[src/rtl/ocp_gate_pkg.sv]
package ocp_gate_pkg;

  // Default geometry of the switch banks and the synchronizer.
  localparam int unsigned DEF_N_HS        = 1;
  localparam int unsigned DEF_N_LS        = 4;
  localparam int unsigned DEF_SYNC_STAGES = 2;

  // Bit positions of the two control lines inside the shared synchronizer.
  localparam int unsigned CTL_TRIP  = 0;
  localparam int unsigned CTL_CLEAR = 1;
  localparam int unsigned CTL_W     = 2;

  // Which edges count for each control line: trip takes both, clear only rising.
  localparam logic [CTL_W-1:0] CTL_BOTH_EDGES = 2'b01;

  typedef enum logic [1:0] {
    LATCH_HOLD  = 2'b00,
    LATCH_SET   = 2'b01,
    LATCH_CLEAR = 2'b10
  } latch_op_e;

endpackage

[src/rtl/ocp_sync.sv]
module ocp_sync #(
  parameter int unsigned STAGES = 2,
  parameter int unsigned WIDTH  = 2
) (
  input  logic             clk,
  input  logic             rst,
  input  logic [WIDTH-1:0] d,
  output logic [WIDTH-1:0] q
);

  localparam int unsigned LAST = STAGES - 1;

  logic [WIDTH-1:0] chain [STAGES];

  // During reset every stage is flushed with the raw input, so the chain
  // leaves reset already holding one consistent level.
  generate
    for (genvar s = 0; s < STAGES; s++) begin : g_stage
      if (s == 0) begin : g_first
        always_ff @(posedge clk) begin
          chain[s] <= d;
        end
      end else begin : g_next
        always_ff @(posedge clk) begin
          if (rst) chain[s] <= d;
          else     chain[s] <= chain[s-1];
        end
      end
    end
  endgenerate

  assign q = chain[LAST];

endmodule

[src/rtl/ocp_edge_det.sv]
module ocp_edge_det #(
  parameter int unsigned      WIDTH      = 2,
  parameter logic [WIDTH-1:0] BOTH_EDGES = '0
) (
  input  logic             clk,
  input  logic             rst,
  input  logic [WIDTH-1:0] lvl,
  output logic [WIDTH-1:0] ev
);

  logic [WIDTH-1:0] prev_q;

  // The previous-level register tracks the synchronized level through reset,
  // so the first cycle after release compares like with like.
  always_ff @(posedge clk) begin
    prev_q <= lvl;
  end

  generate
    for (genvar i = 0; i < WIDTH; i++) begin : g_bit
      if (BOTH_EDGES[i]) begin : g_any
        assign ev[i] = !rst && (lvl[i] != prev_q[i]);
      end else begin : g_rise
        assign ev[i] = !rst && lvl[i] && !prev_q[i];
      end
    end
  endgenerate

endmodule

[src/rtl/ocp_trip_latch.sv]
module ocp_trip_latch
  import ocp_gate_pkg::*;
(
  input  logic clk,
  input  logic rst,
  input  logic set_ev,
  input  logic clr_ev,
  output logic flag_d,
  output logic flag_q
);

  latch_op_e op;

  // Set has priority: a fault seen in the same cycle as a clear must not be lost.
  always_comb begin
    if (set_ev)      op = LATCH_SET;
    else if (clr_ev) op = LATCH_CLEAR;
    else             op = LATCH_HOLD;
  end

  always_comb begin
    unique case (op)
      LATCH_SET:   flag_d = 1'b1;
      LATCH_CLEAR: flag_d = 1'b0;
      default:     flag_d = flag_q;
    endcase
  end

  always_ff @(posedge clk) begin
    if (rst) flag_q <= 1'b0;
    else     flag_q <= flag_d;
  end

endmodule

[src/rtl/ocp_en_gate.sv]
module ocp_en_gate #(
  parameter int unsigned WIDTH = 5
) (
  input  logic             clk,
  input  logic             rst,
  input  logic             block,
  input  logic [WIDTH-1:0] data,
  output logic [WIDTH-1:0] en
);

  logic [WIDTH-1:0] en_q;

  generate
    for (genvar i = 0; i < WIDTH; i++) begin : g_sw
      always_ff @(posedge clk) begin
        if (rst) en_q[i] <= 1'b0;
        else     en_q[i] <= data[i] && !block;
      end
    end
  endgenerate

  assign en = en_q;

endmodule

[src/rtl/ocp_fault_gate.sv]
module ocp_fault_gate
  import ocp_gate_pkg::*;
#(
  parameter int unsigned N_HS        = DEF_N_HS,
  parameter int unsigned N_LS        = DEF_N_LS,
  parameter int unsigned SYNC_STAGES = DEF_SYNC_STAGES
) (
  input  logic            clk,
  input  logic            rst,
  input  logic            trip_n_in,
  input  logic            clear_in,
  input  logic [N_HS-1:0] gpio_hs_data,
  input  logic [N_LS-1:0] gpio_ls_data,
  output logic [N_HS-1:0] hs_en,
  output logic [N_LS-1:0] ls_en,
  output logic            fault_flag
);

  localparam int unsigned N_SW = N_HS + N_LS;

  logic [CTL_W-1:0] ctl_raw;
  logic [CTL_W-1:0] ctl_sync;
  logic [CTL_W-1:0] ctl_ev;
  logic             trip_edge;
  logic             clr_rise;
  logic             flag_next;
  logic [N_SW-1:0]  sw_data;
  logic [N_SW-1:0]  sw_en;

  always_comb begin
    ctl_raw            = '0;
    ctl_raw[CTL_TRIP]  = trip_n_in;
    ctl_raw[CTL_CLEAR] = clear_in;
  end

  ocp_sync #(
    .STAGES (SYNC_STAGES),
    .WIDTH  (CTL_W)
  ) u_sync (
    .clk (clk),
    .rst (rst),
    .d   (ctl_raw),
    .q   (ctl_sync)
  );

  ocp_edge_det #(
    .WIDTH      (CTL_W),
    .BOTH_EDGES (CTL_BOTH_EDGES)
  ) u_edge (
    .clk (clk),
    .rst (rst),
    .lvl (ctl_sync),
    .ev  (ctl_ev)
  );

  assign trip_edge = ctl_ev[CTL_TRIP];
  assign clr_rise  = ctl_ev[CTL_CLEAR];

  ocp_trip_latch u_latch (
    .clk    (clk),
    .rst    (rst),
    .set_ev (trip_edge),
    .clr_ev (clr_rise),
    .flag_d (flag_next),
    .flag_q (fault_flag)
  );

  assign sw_data = {gpio_hs_data, gpio_ls_data};

  // The gate sees the latch's next value so the enables drop in the same
  // cycle the flag rises.
  ocp_en_gate #(
    .WIDTH (N_SW)
  ) u_gate (
    .clk   (clk),
    .rst   (rst),
    .block (flag_next),
    .data  (sw_data),
    .en    (sw_en)
  );

  assign hs_en = sw_en[N_SW-1:N_LS];
  assign ls_en = sw_en[N_LS-1:0];

endmodule

[config.mk]
export PLATFORM = sky130hd
export DESIGN_NAME = ocp_fault_gate
export DESIGN_NICKNAME = d
export VERILOG_FILES = /design/src/rtl/ocp_gate_pkg.sv /design/src/rtl/ocp_sync.sv /design/src/rtl/ocp_edge_det.sv /design/src/rtl/ocp_trip_latch.sv /design/src/rtl/ocp_en_gate.sv /design/src/rtl/ocp_fault_gate.sv
export SDC_FILE = /design/constraint.sdc
export NUM_CORES = 1
export LEC_CHECK = 0
export BUFFER_PORTS_ARGS = -buffer_cell sky130_fd_sc_hd__buf_2
export CAP_MARGIN = 20
export CORE_AREA = 3 3 40 42
export CTS_BUF_LIST = sky130_fd_sc_hd__clkbuf_8
export DETAILED_ROUTE_END_ITERATION = 8
export DIE_AREA = 0 0 43 45
export PLACE_DENSITY = 0.48
export SYNTH_ARGS = -nofsm -noshare
export SYNTH_HDL_FRONTEND = slang
export SYNTH_SLANG_ARGS = --single-unit
[constraint.sdc]
create_clock -name clk -period 2.43 [get_ports clk]
set_input_delay 0.1215 -clock clk [delete_from_list [all_inputs] [get_ports clk]]
set_output_delay 0.1215 -clock clk [all_outputs]
set_load 0.01 [all_outputs]
## Word level (Yosys, flattened, before mapping)

Memories as Yosys holds them, arrays and structs flattened.
Cells that the tools add are included.

| storage, ports and cells | value |
|---|---|
| bits in registers | 8 |
| latch bits | 0 |
| RAM bits | 4 |
| memory bits (read-only) | 0 |
| input bits | 9 |
| output and inout bits | 6 |
| logic and storage cells | 30 |
| memories kept | 1 |

| operators by class | value |
|---|---|
| $add $sub $neg | 0 |
| multiply operators | 0 |
| div/mod/pow operators | 0 |
| $lt $le $gt $ge | 0 |
| equal/unequal tests | 3 |
| shifts and indexed selects | 0 |
| mux-type cells | 7 |
| bitwise operators | 1 |
| reductions and logical operators | 11 |

Memory list:

| name | depth | width | rd ports | clocked after Yosys merged registers in | write ports | RTL line | source |
|---|---|---|---|---|---|---|---|
| u_sync.chain | 2 | 2 | 2 | 0 | 2 | ocp_sync.sv:13 | `logic [WIDTH-1:0] chain [STAGES];` |

Operator list:

| kind | number |
|---|---|
| 1-bit logical AND | 8 |
| 2-bit 2-to-1 mux | 3 |
| 1-bit logical NOT | 3 |
| 1-bit 2-to-1 mux | 3 |
| 2-bit by 1-bit equality test with 1-bit output (second input constant) | 1 |
| 2-bit equality test (second input constant) | 1 |
| 1-bit case mux with 2 select lines | 1 |
| 1-bit != test | 1 |
| 1-bit OR | 1 |

## Longest topological paths before layout

Gate-level depths: netlist of run 1.

| logic depth | value |
|---|---|
| depth after elaboration | 9 |
| mapped depth | 3 |
| depth with buffers taken out | 3 |

## Cells and area by module

Synthesis of run 1 repeated with hierarchy kept, for this count alone.

| second synthesis, totals | value |
|---|---|
| cell total of the unflattened synthesis | 26 |
| area total of the unflattened synthesis | 350.3 sq um |

Modules (own cells, without submodules):

| module | times used | cells an instance | area an instance (sq um) | seq. area each (sq um) |
|---|---|---|---|---|
| ocp_en_gate | 1 | 10 | 137.6 | 100.1 |
| ocp_sync | 1 | 6 | 102.6 | 80.1 |
| ocp_edge_det | 1 | 5 | 60.1 | 40.0 |
| ocp_trip_latch | 1 | 5 | 50.0 | 20.0 |

## Worst setup path after synthesis of run 1

Ideal clock, no wire load.

| timing path | value |
|---|---|
| path kind | register -> register |
| start | register u_edge.prev_q[0] |
| end | register u_gate.en_q[0] (netlist: u_gate.en[0]) |
| library setup time | 59 ps |
| arrival time | 841 ps |
| required time | 2371 ps |
| path slack | 1529 ps |
| stages on the path, launching flop included | 4 |
| buffers on the path | 0 |
| clock period less this slack | 901 ps |
| cells stage by stage | dfxtp_1 -> xor2_1 -> a211oi_2 -> and2_1 |

| on the way | value |
|---|---|
| cells in the longest elaborated chain, start to end | 7 |
| elaborated cells on any way between the ends | 8 |
| classes of those cells | eq/ne (3); mux (2); reduce/logical (3) |

RTL lines:

| element | RTL line | source |
|---|---|---|
| start, declared | ocp_edge_det.sv:11 | `logic [WIDTH-1:0] prev_q;` |
| start signal, assigned | ocp_edge_det.sv:16 | `prev_q <= lvl;` |
| 1-bit != test * | ocp_edge_det.sv:22 | `assign ev[i] = !rst && (lvl[i] != prev_q[i]);` |
| 1-bit logical AND * | ocp_edge_det.sv:22 |  |
| 2-bit 2-to-1 mux * | ocp_trip_latch.sv:16 | `if (set_ev) op = LATCH_SET;` |
| 2-bit equality test / 2-bit by 1-bit equality test with 1-bit output (equally long branches) | ocp_trip_latch.sv:22 | `unique case (op)` |
| 1-bit case mux with 2 select lines * | ocp_trip_latch.sv:22 |  |
| 1-bit logical NOT * | ocp_en_gate.sv:17 | `else en_q[i] <= data[i] && !block;` |
| 1-bit logical AND * | ocp_en_gate.sv:17 |  |
| end signal, assigned by index | ocp_en_gate.sv:17 |  |
| end, declared | ocp_en_gate.sv:11 | `logic [WIDTH-1:0] en_q;` |

Every way passes the cells marked *; elsewhere a longest branch is shown, timed or not.
A chain may end at the register's enable or synchronous reset.

## Worst setup path after layout of run 1

Same ends and word-level chain as after synthesis.

==> flow_metrics.tcl, run 1 <==
set metrics [dict create \
    grt_setup_unrepaired "false" \
    reg2reg_depth 3 \
    ctsRootBufferMaster "clkbuf_8" \
    numPortBuffers 14 \
    grt_pass1_vias 237 \
    critPathKind "reg -> reg" \
    endpoint_kind "register" \
    gp_congestion 0.6829 \
    post_route_cells_drive_above_1_share_pct 47.73 \
    grt_pass1_wl_um 986 \
    required_ns 2.61 \
    ir_drop_v 0.0003993 \
    synth_ff_type "dfxtp_1" \
    clkTransAtPathRegs_ns 0.05 \
    finClkSkew_ns 0.0002755 \
    totalWireLength_um 595 \
    power_uw 463.9 \
    p_leak_nw 0.2337 \
    p_comb_share_pct 8.0 \
    die_y_um 45 \
    antenna_left 0 \
    start_util_pct 25.71 \
    timing.rr.end "u_gate.en[0]" \
    synthCells 24 \
    power-per-cell-area_nw_per_um2 938.6 \
    fmax_mhz 993.6 \
    vias_per_cell 3.915 \
    drtPass1Iterations 2 \
    grt_max_degree 8 \
    htreeDepth 1 \
    grt.overflow.total 0 \
    fin_crit_sh_pct 41.42 \
    io_pins 15 \
    yosysMostFrequentCell "dfxtp_1" \
    synth_edf_count 0 \
    internal_power_uw 374.9 \
    ys_types 8 \
    cts_resized 0 \
    postCtsHoldBufs 2 \
    rows 13 \
    switching_share_pct 19.18 \
    reg2reg_setup_slack_ns 1.42 \
    outcome "finished, final reports clean" \
    nNetsFinal 54 \
    netlist_area_um2 330.3 \
    syn-num-nets 33 \
    synth_area_leaders "dfxtp_1 (73%), and2_1 (9.5%), mux2_2 (6.8%)" \
    clk_latency_ns 0.23 \
    clock_sinks 12 \
    yosys.area.top_type "dfxtp_1" \
    seq_power_share_pct 46.8 \
    finalHoldViolCount 0 \
    route.vias.total 231 \
    die_x_um 43 \
    cts_buffer_depth 2 \
    finalSetupViolCount 0 \
    cp-endpoint "u_gate.en[0]" \
    clockPowerShare_pct 45.2 \
    area_delta_synth_final_pct 49.62 \
    cp_cell_sequence "xor2_1, a211oi_2, and2_1" \
    startpoint "u_edge.prev_q[0]" \
    critPathLaunchType "register" \
    grtUsageTotal_pct 7.712 \
    routedWlPerCell_um 10.08 \
    arrival_ns 1.18 \
    slew_violations 0 \
    core-area_um2 1285 \
    slew_headroom_pct 81.39 \
    drc 0 \
    worstMarginPinSlew_ns 0.2787 \
    antenna_cells 0 \
    finalSetupTns_ns 0 \
    cts_tree "yes" \
    synth_common_cells "dfxtp_1 (12), and2_1 (5), mux2_2 (2)" \
    ys_ff_latch 12 \
    path_max_fanout 5 \
    cts_buffers 3 \
    yosysSeqAreaShare_pct 72.73 \
    slowest_stage "dfxtp_1" \
    power_switching_uw 88.97 \
    synthDominantCellAreaShare_pct 72.73 \
    min_period_ns 1.006 \
    async_flop_share_pct 0 \
    cts_setup_buffers 0 \
    antenna_found_initial 0 \
    crit_path_max_incr_delay_ns 0.30 \
    ys.warnings.count 0 \
    die_area_um2 1935 \
    min_path_type "in -> reg" \
    avgSynthCellArea_um2 13.76 \
    first_iter_violations 1 \
    timing.rr.start "u_edge.prev_q[0]" \
    drv_cap 0 \
]
[final cells by class]
class | instances | area, µm²
fillers | 132 | 790.8
flip-flops and latches | 12 | 240.2
multi-input cells | 12 | 90.09
repair buffers | 16 | 90.09
clock buffers | 4 | 55.05
well taps | 15 | 18.77
[worst max-delay path, delay by kind of cell (launching register included)]
family | cells | cell delay (ns)
flops | 1 | 0.30
compound gates | 1 | 0.30
simple gates | 1 | 0.18
xor+xnor | 1 | 0.17
[power by group through the flow]
stage | combinational [mW] | clock [mW] | sequential (mW)
floorplan | 0.0142 | 0 | 0.225
global placement | 0.0345 | 0 | 0.221
detailed placement | 0.0356 | 0 | 0.221
CTS | 0.0383 | 0.220 | 0.217
global route | 0.0421 | 0.227 | 0.219
finish | 0.0372 | 0.210 | 0.217
[worst min path at each step]
stage,start,endpoint,depth (start not counted)
after CTS,gpio_hs_data,u_gate.en[4],2
after floorplan,trip_n_in,u_sync.chain[0][0],0
after global placement,clear_in,u_sync.chain[0][1],1
final,gpio_hs_data,u_gate.en[4],2
after detailed placement,trip_n_in,u_sync.chain[0][0],1
after global routing,rst,u_latch.flag_q,2
[cells by family (layout without fill, tap and decap cells)]
kind of cell	after synthesis	count (layout)	share of synthesized area, %
simple gates	7	7	12.50
xor+xnor	1	1	2.652
buf+inv	0	20	0
flops	12	12	72.73
compound gates	2	2	5.301
mux	2	2	6.818
[registers in the layout, indices dropped and copies added, names as in the netlist]
name	flops
u_gate.en	5
u_latch.flag_q	1
u_edge.prev_q	2
u_sync.chain	4
[through the flow]
step / area [µm²] / utilization [%] / hold slack [ns] / cells / setup WS (ns)
floorplan: 330.3 / - / 0.1492 / 24 / 1.529
finish: 494.2 / 38.46 / 0.08722 / 59 / 1.424
detailed placement: 419.2 / 32.62 / 0.2403 / 53 / 1.402
CTS: 494.2 / 38.46 / 0.08511 / 59 / 1.388
global placement: 419.2 / 32.62 / 0.2360 / 53 / 1.468
global route: 494.2 / 38.46 / 0.1059 / 59 / 1.316
[cells in the final DEF (no fill, tap or decap)]
master / netlist / final
clkbuf_8: 0 / 4
dlygate4sd3_1: 0 / 2
and2_1: 5 / 5
buf_2: 0 / 14
dfxtp_1: 12 / 12
a211oi_2: 1 / 1
nand2b_1: 1 / 1
a21oi_1: 1 / 1
xor2_1: 1 / 1
mux2_2: 2 / 2
nor2_1: 1 / 1
[per-layer routing]
metal	GRT usage (%)	share of wire (%)	routed length, µm
met5	0	0	0
met4	7.229	3.2	19
met3	5.179	16	98
met2	10.78	38	229
met1	7.617	42	248
(Power assumes the default switching activity.)
==> inputs of run 2 (changes only) <==
PLACE_DENSITY = 0.49   (was 0.48)
clock period = 0.9 ns   (was 2.43 ns; I/O delays follow)
==> run 2 against run 1 <==
Effect of this change:
- non-clock buffer count unchanged
- clock-buffer cell count decreased by 1
- design area decreased by 1.3%
- largest power group unchanged
- first-iteration DRC count increased to 3.0 times the previous value
- the run now ends with setup timing left
- flip-flop and latch count unchanged
- critical path type unchanged
- utilization decreased by 0.49 points
- power increased by 150%
- final cell count decreased by 1.7%
- via count decreased by 0.87%
==> flow_metrics.tcl, run 2 (same netlist as run 1, synthesis figures left out) <==
set metrics [dict create \
    mostFrequentLayoutCell "buf_2" \
    required_ns 1.08 \
    drv_cap 0 \
    antenna_left 0 \
    outcome "finished, violations left" \
    finalSetupTns_ns -0.2024 \
    die_x_um 43 \
    critPathKind "reg -> reg" \
    cts_tree "yes" \
    violations "setup timing" \
    route.vias.total 229 \
    gp_congestion 0.8053 \
    grt_setup_unrepaired "true" \
    layout_setup_ws_ns -0.04938 \
    start_util_pct 25.71 \
    ir_drop_v 0.001253 \
    post_route_cells_drive_above_1_share_pct 48.84 \
    critPathLaunchType "register" \
    rows 13 \
    die_area_um2 1935 \
    final_util_pct 37.97 \
    grt_max_degree 7 \
    ctsRootBufferMaster "clkbuf_8" \
    finClkSkew_ns 0.003567 \
    core-area_um2 1285 \
    grtUsageTotal_pct 7.286 \
    drtPass1Iterations 2 \
    vias_per_cell 3.948 \
    finalSetupViolCount 5 \
    largest_reg_flops 5 \
    antenna_cells 0 \
    totalWireLength_um 566 \
    cts_buffer_depth 2 \
    clk_latency_ns 0.23 \
    die_y_um 45 \
    endpoint_kind "register" \
    layout_common_cells "buf_2 (14), dfxtp_1 (12), and2_1 (5)" \
    dp_slack_ns -0.1042 \
    dp.cells 53 \
    fmax_mhz 1053 \
    min_path_type "in -> reg" \
    drc 0 \
    grt_pass1_wl_um 959 \
    arrival_ns 1.13 \
    grt.overflow.total 0 \
    clkTransAtPathRegs_ns 0.05 \
    grt_pass1_vias 252 \
    power-per-cell-area_nw_per_um2 2361 \
    numPortBuffers 14 \
    slew_headroom_pct 81.85 \
    p_leak_nw 0.2323 \
    antenna_found_initial 0 \
    finalHoldViolCount 0 \
    slew_violations 0 \
    fin_crit_sh_pct 105.5 \
    htreeDepth 1 \
    min_period_ns 0.9494 \
    area_delta_synth_final_pct 47.73 \
    path_max_fanout 5 \
    routedWlPerCell_um 9.759 \
    cts_buffers 3 \
    clock_sinks 12 \
    worstMarginPinSlew_ns 0.2718 \
    power_mw 1.152 \
    first_iter_violations 3 \
    nNetsFinal 54 \
    reg2reg_depth 3 \
    io_pins 15 \
    final_cells 58 \
    holdPathStages 2 \
]
-- run 2: layout make-up --
| cell class | count | area, µm² |
|---|---|---|
| clock buffer | 3 | 41.29 |
| fill | 127 | 797.0 |
| multi-input combinational | 12 | 97.59 |
| sequential | 12 | 240.2 |
| tap | 15 | 18.77 |
| timing repair buffer | 16 | 90.09 |
-- run 2: power by group --
part	switching, mW	internal [mW]
clock network	0.169	0.293
registers	0.0159	0.572
logic	0.0441	0.0582
total	0.229	0.923
-- run 2: per-stage QoR --
stage / hold slack, ns / area (µm²)
finish: 0.01701 / 488.0
global route: 0.02716 / 488.0
CTS: 0.01719 / 488.0
detailed placement: 0.1648 / 419.2
global placement: 0.1596 / 419.2
floorplan: 0.07272 / 330.3
-- run 2: worst max-delay path, stage by stage (launching register included) --
cell and delay, ns:
dfxtp_1 0.30, xor2_1 0.17, a211oi_2 0.25, and2_1 0.18
-- run 2: what timing repair did --
| item | in CTS | in global routing |
|---|---|---|
| pin swaps | 4 | 1 |
| endpoints found under the setup margin | 5 | 5 |
| endpoints found under the hold margin | 2 | 0 |
| hold buffers | 2 | 0 |
| setup buffers | 0 | 0 |
| resized for setup | 1 | 0 |
-- run 2: final timing paths --
kind / startpoint / end / slack, ns
worst max-delay path: u_edge.prev_q[0] / u_gate.en[2] / -0.05
worst min-delay path: gpio_ls_data[0] / u_gate.en[0] / 0.02
worst max register to register: u_edge.prev_q[0] / u_gate.en[2] / -0.05
worst min register to register: u_sync.chain[1][0] / u_edge.prev_q[0] / 0.36
-- run 2: layer usage --
layer  vias to the layer above  routed length [µm]  share of wire, %  track usage (%)
met1                        98                 220                39            6.618
li1                        115                   -                 -                -
met2                        16                 244                43            12.28
met4                         0                   0                 0            1.807
met5                         -                   0                 0                0
met3                         0                 101                18            6.375
==> inputs of run 3 (changes only) <==
SETUP_SLACK_MARGIN = 0.02   (was default)
==> run 3 against run 2 <==
Effect of this change:
- the flow still finishes with violations (setup timing)
- design area increased by 6.7%
- utilization increased by 2.5 points
- register-to-register slack improved by 0.02 ns
- setup slack improved by 0.023 ns
- power increased by 11%
- combinational power increased by 11%
- critical path type unchanged
==> flow_metrics.tcl, run 3 (same netlist as run 1, synthesis figures left out) <==
set metrics [dict create \
    outcome "finished, violations left" \
    violations "setup timing" \
    ir_drop_v 0.001185 \
    critPathLaunchType "register" \
    layout_setup_ws_ns -0.02592 \
    p_leak_nw 0.2418 \
    timing.rr.start "u_edge.prev_q[0]" \
    die_area_um2 1935 \
    drc 0 \
    nNetsFinal 54 \
    die_x_um 43 \
    endpoint_kind "register" \
    area_delta_synth_final_pct 57.58 \
    grt_setup_unrepaired "true" \
    final_util_pct 40.51 \
    antenna_left 0 \
    drv_cap 0 \
    place_hpwl_um 465.4 \
    clock_sinks 12 \
    critPathKind "reg -> reg" \
    path_max_fanout 5 \
    largest_reg_flops 5 \
    clk_latency_ns 0.23 \
    first_iter_violations 0 \
    cts_tree "yes" \
    antenna_found_initial 0 \
    finalSetupViolCount 5 \
    totalWireLength_um 593 \
    core-area_um2 1285 \
    start_util_pct 25.71 \
    routedWlPerCell_um 10.05 \
    fin_crit_sh_pct 102.9 \
    route.vias.total 224 \
    grt.overflow.total 0 \
    worstHoldStart "gpio_ls_data[1]" \
    antenna_cells 0 \
    io_pins 15 \
    slew_headroom_pct 85.90 \
    fmax_mhz 1080 \
    cts_buffer_depth 2 \
    min_period_ns 0.9259 \
    grt_max_degree 8 \
    reg2reg_setup_slack_ns -0.03 \
    slew_violations 0 \
    die_y_um 45 \
    final_area_um2 520.5 \
    required_ns 1.08 \
    min_path_type "in -> reg" \
    vias_per_cell 3.797 \
    clkTransAtPathRegs_ns 0.05 \
    grt_pass1_wl_um 1069 \
    startpoint "u_edge.prev_q[0]" \
    grtUsageTotal_pct 7.795 \
    cts_buffers 3 \
    worstMarginPinSlew_ns 0.2108 \
    mostFrequentLayoutCell "buf_2" \
    post_route_cells_drive_above_1_share_pct 59.09 \
    finClkSkew_ns 0.001290 \
    cts_setup_buffers 0 \
    arrival_ns 1.10 \
    finalHoldViolCount 0 \
    htreeDepth 1 \
    layout_common_cells "buf_2 (14), dfxtp_1 (9), and2_1 (5)" \
    power-per-cell-area_nw_per_um2 2450 \
    gp_congestion 0.7557 \
    numPortBuffers 14 \
    drtPass1Iterations 1 \
    ctsRootBufferMaster "clkbuf_8" \
    rows 13 \
    place_area_um2 426.7 \
    grt_pass1_vias 251 \
]
==> run 3: changes by cell type in the layout (fill, tap and decap cells not counted) <==
| cell | before | now |
|---|---|---|
| a211oi_4 | 0 | 1 |
| xor2_1 | 1 | 0 |
| dfxtp_2 | 0 | 3 |
| xor2_2 | 0 | 1 |
| clkbuf_8 | 3 | 4 |
| a211oi_2 | 1 | 0 |
| dfxtp_1 | 12 | 9 |
==> run 3: power breakdown <==
group,internal [mW],leakage (nW),switching (mW)
Sequential,0.575,0.100,0.0212
Combinational,0.0637,0.113,0.0494
Clock,0.385,0.0288,0.181
==> run 3: final cells by class <==
type	count	area, µm²
Tap cell	15	18.77
Clock buffer	4	55.05
Fill cell	118	764.5
Multi-Input combinational cell	12	112.6
Sequential cell	12	244.0
Timing Repair Buffer	16	90.09
==> run 3: per-layer routing <==
metal  track usage, %  part of all wire [%]
met1            9.582                    48
met2            10.18                    37
met3            4.382                    15
met4            5.422                     0
met5                0                     0
==> run 3: path summary, 6_finish.rpt <==
path | end | cells after the start
max | u_gate.en[2] | 3
min | u_gate.en[1] | 2
max reg2reg | u_gate.en[2] | 3
min reg2reg | u_edge.prev_q[0] | 0
==> run 3: per-stage QoR <==
step | setup TNS, ns | std cells | power [mW] | setup WS, ns | hold WS, ns
after CTS | -0.1491 | 59 | 1.289 | -0.03868 | 0.01894
after global routing | -0.3233 | 59 | 1.342 | -0.07332 | 0.02534
after detailed placement | -0.1927 | 53 | 0.6979 | -0.04860 | 0.1641
after floorplan | 0 | 24 | 0.6501 | 0.03408 | 0.07272
final | -0.08746 | 59 | 1.275 | -0.02592 | 0.01874
after global placement | -0.05542 | 53 | 0.6938 | -0.01709 | 0.1596
==> run 3: worst max-delay path: stages, from the launching register on <==
cell and delay [ns]:
dfxtp_2 0.32, xor2_2 0.19, a211oi_4 0.20, and2_1 0.16
==> run 3: what timing repair did <==
action / in CTS / in global routing
setup endpoints to repair: 5 / 6
endpoints found under the hold margin: 2 / 0
hold buffers: 2 / 0
pin swaps: 3 / 2
resized for setup: 3 / 2
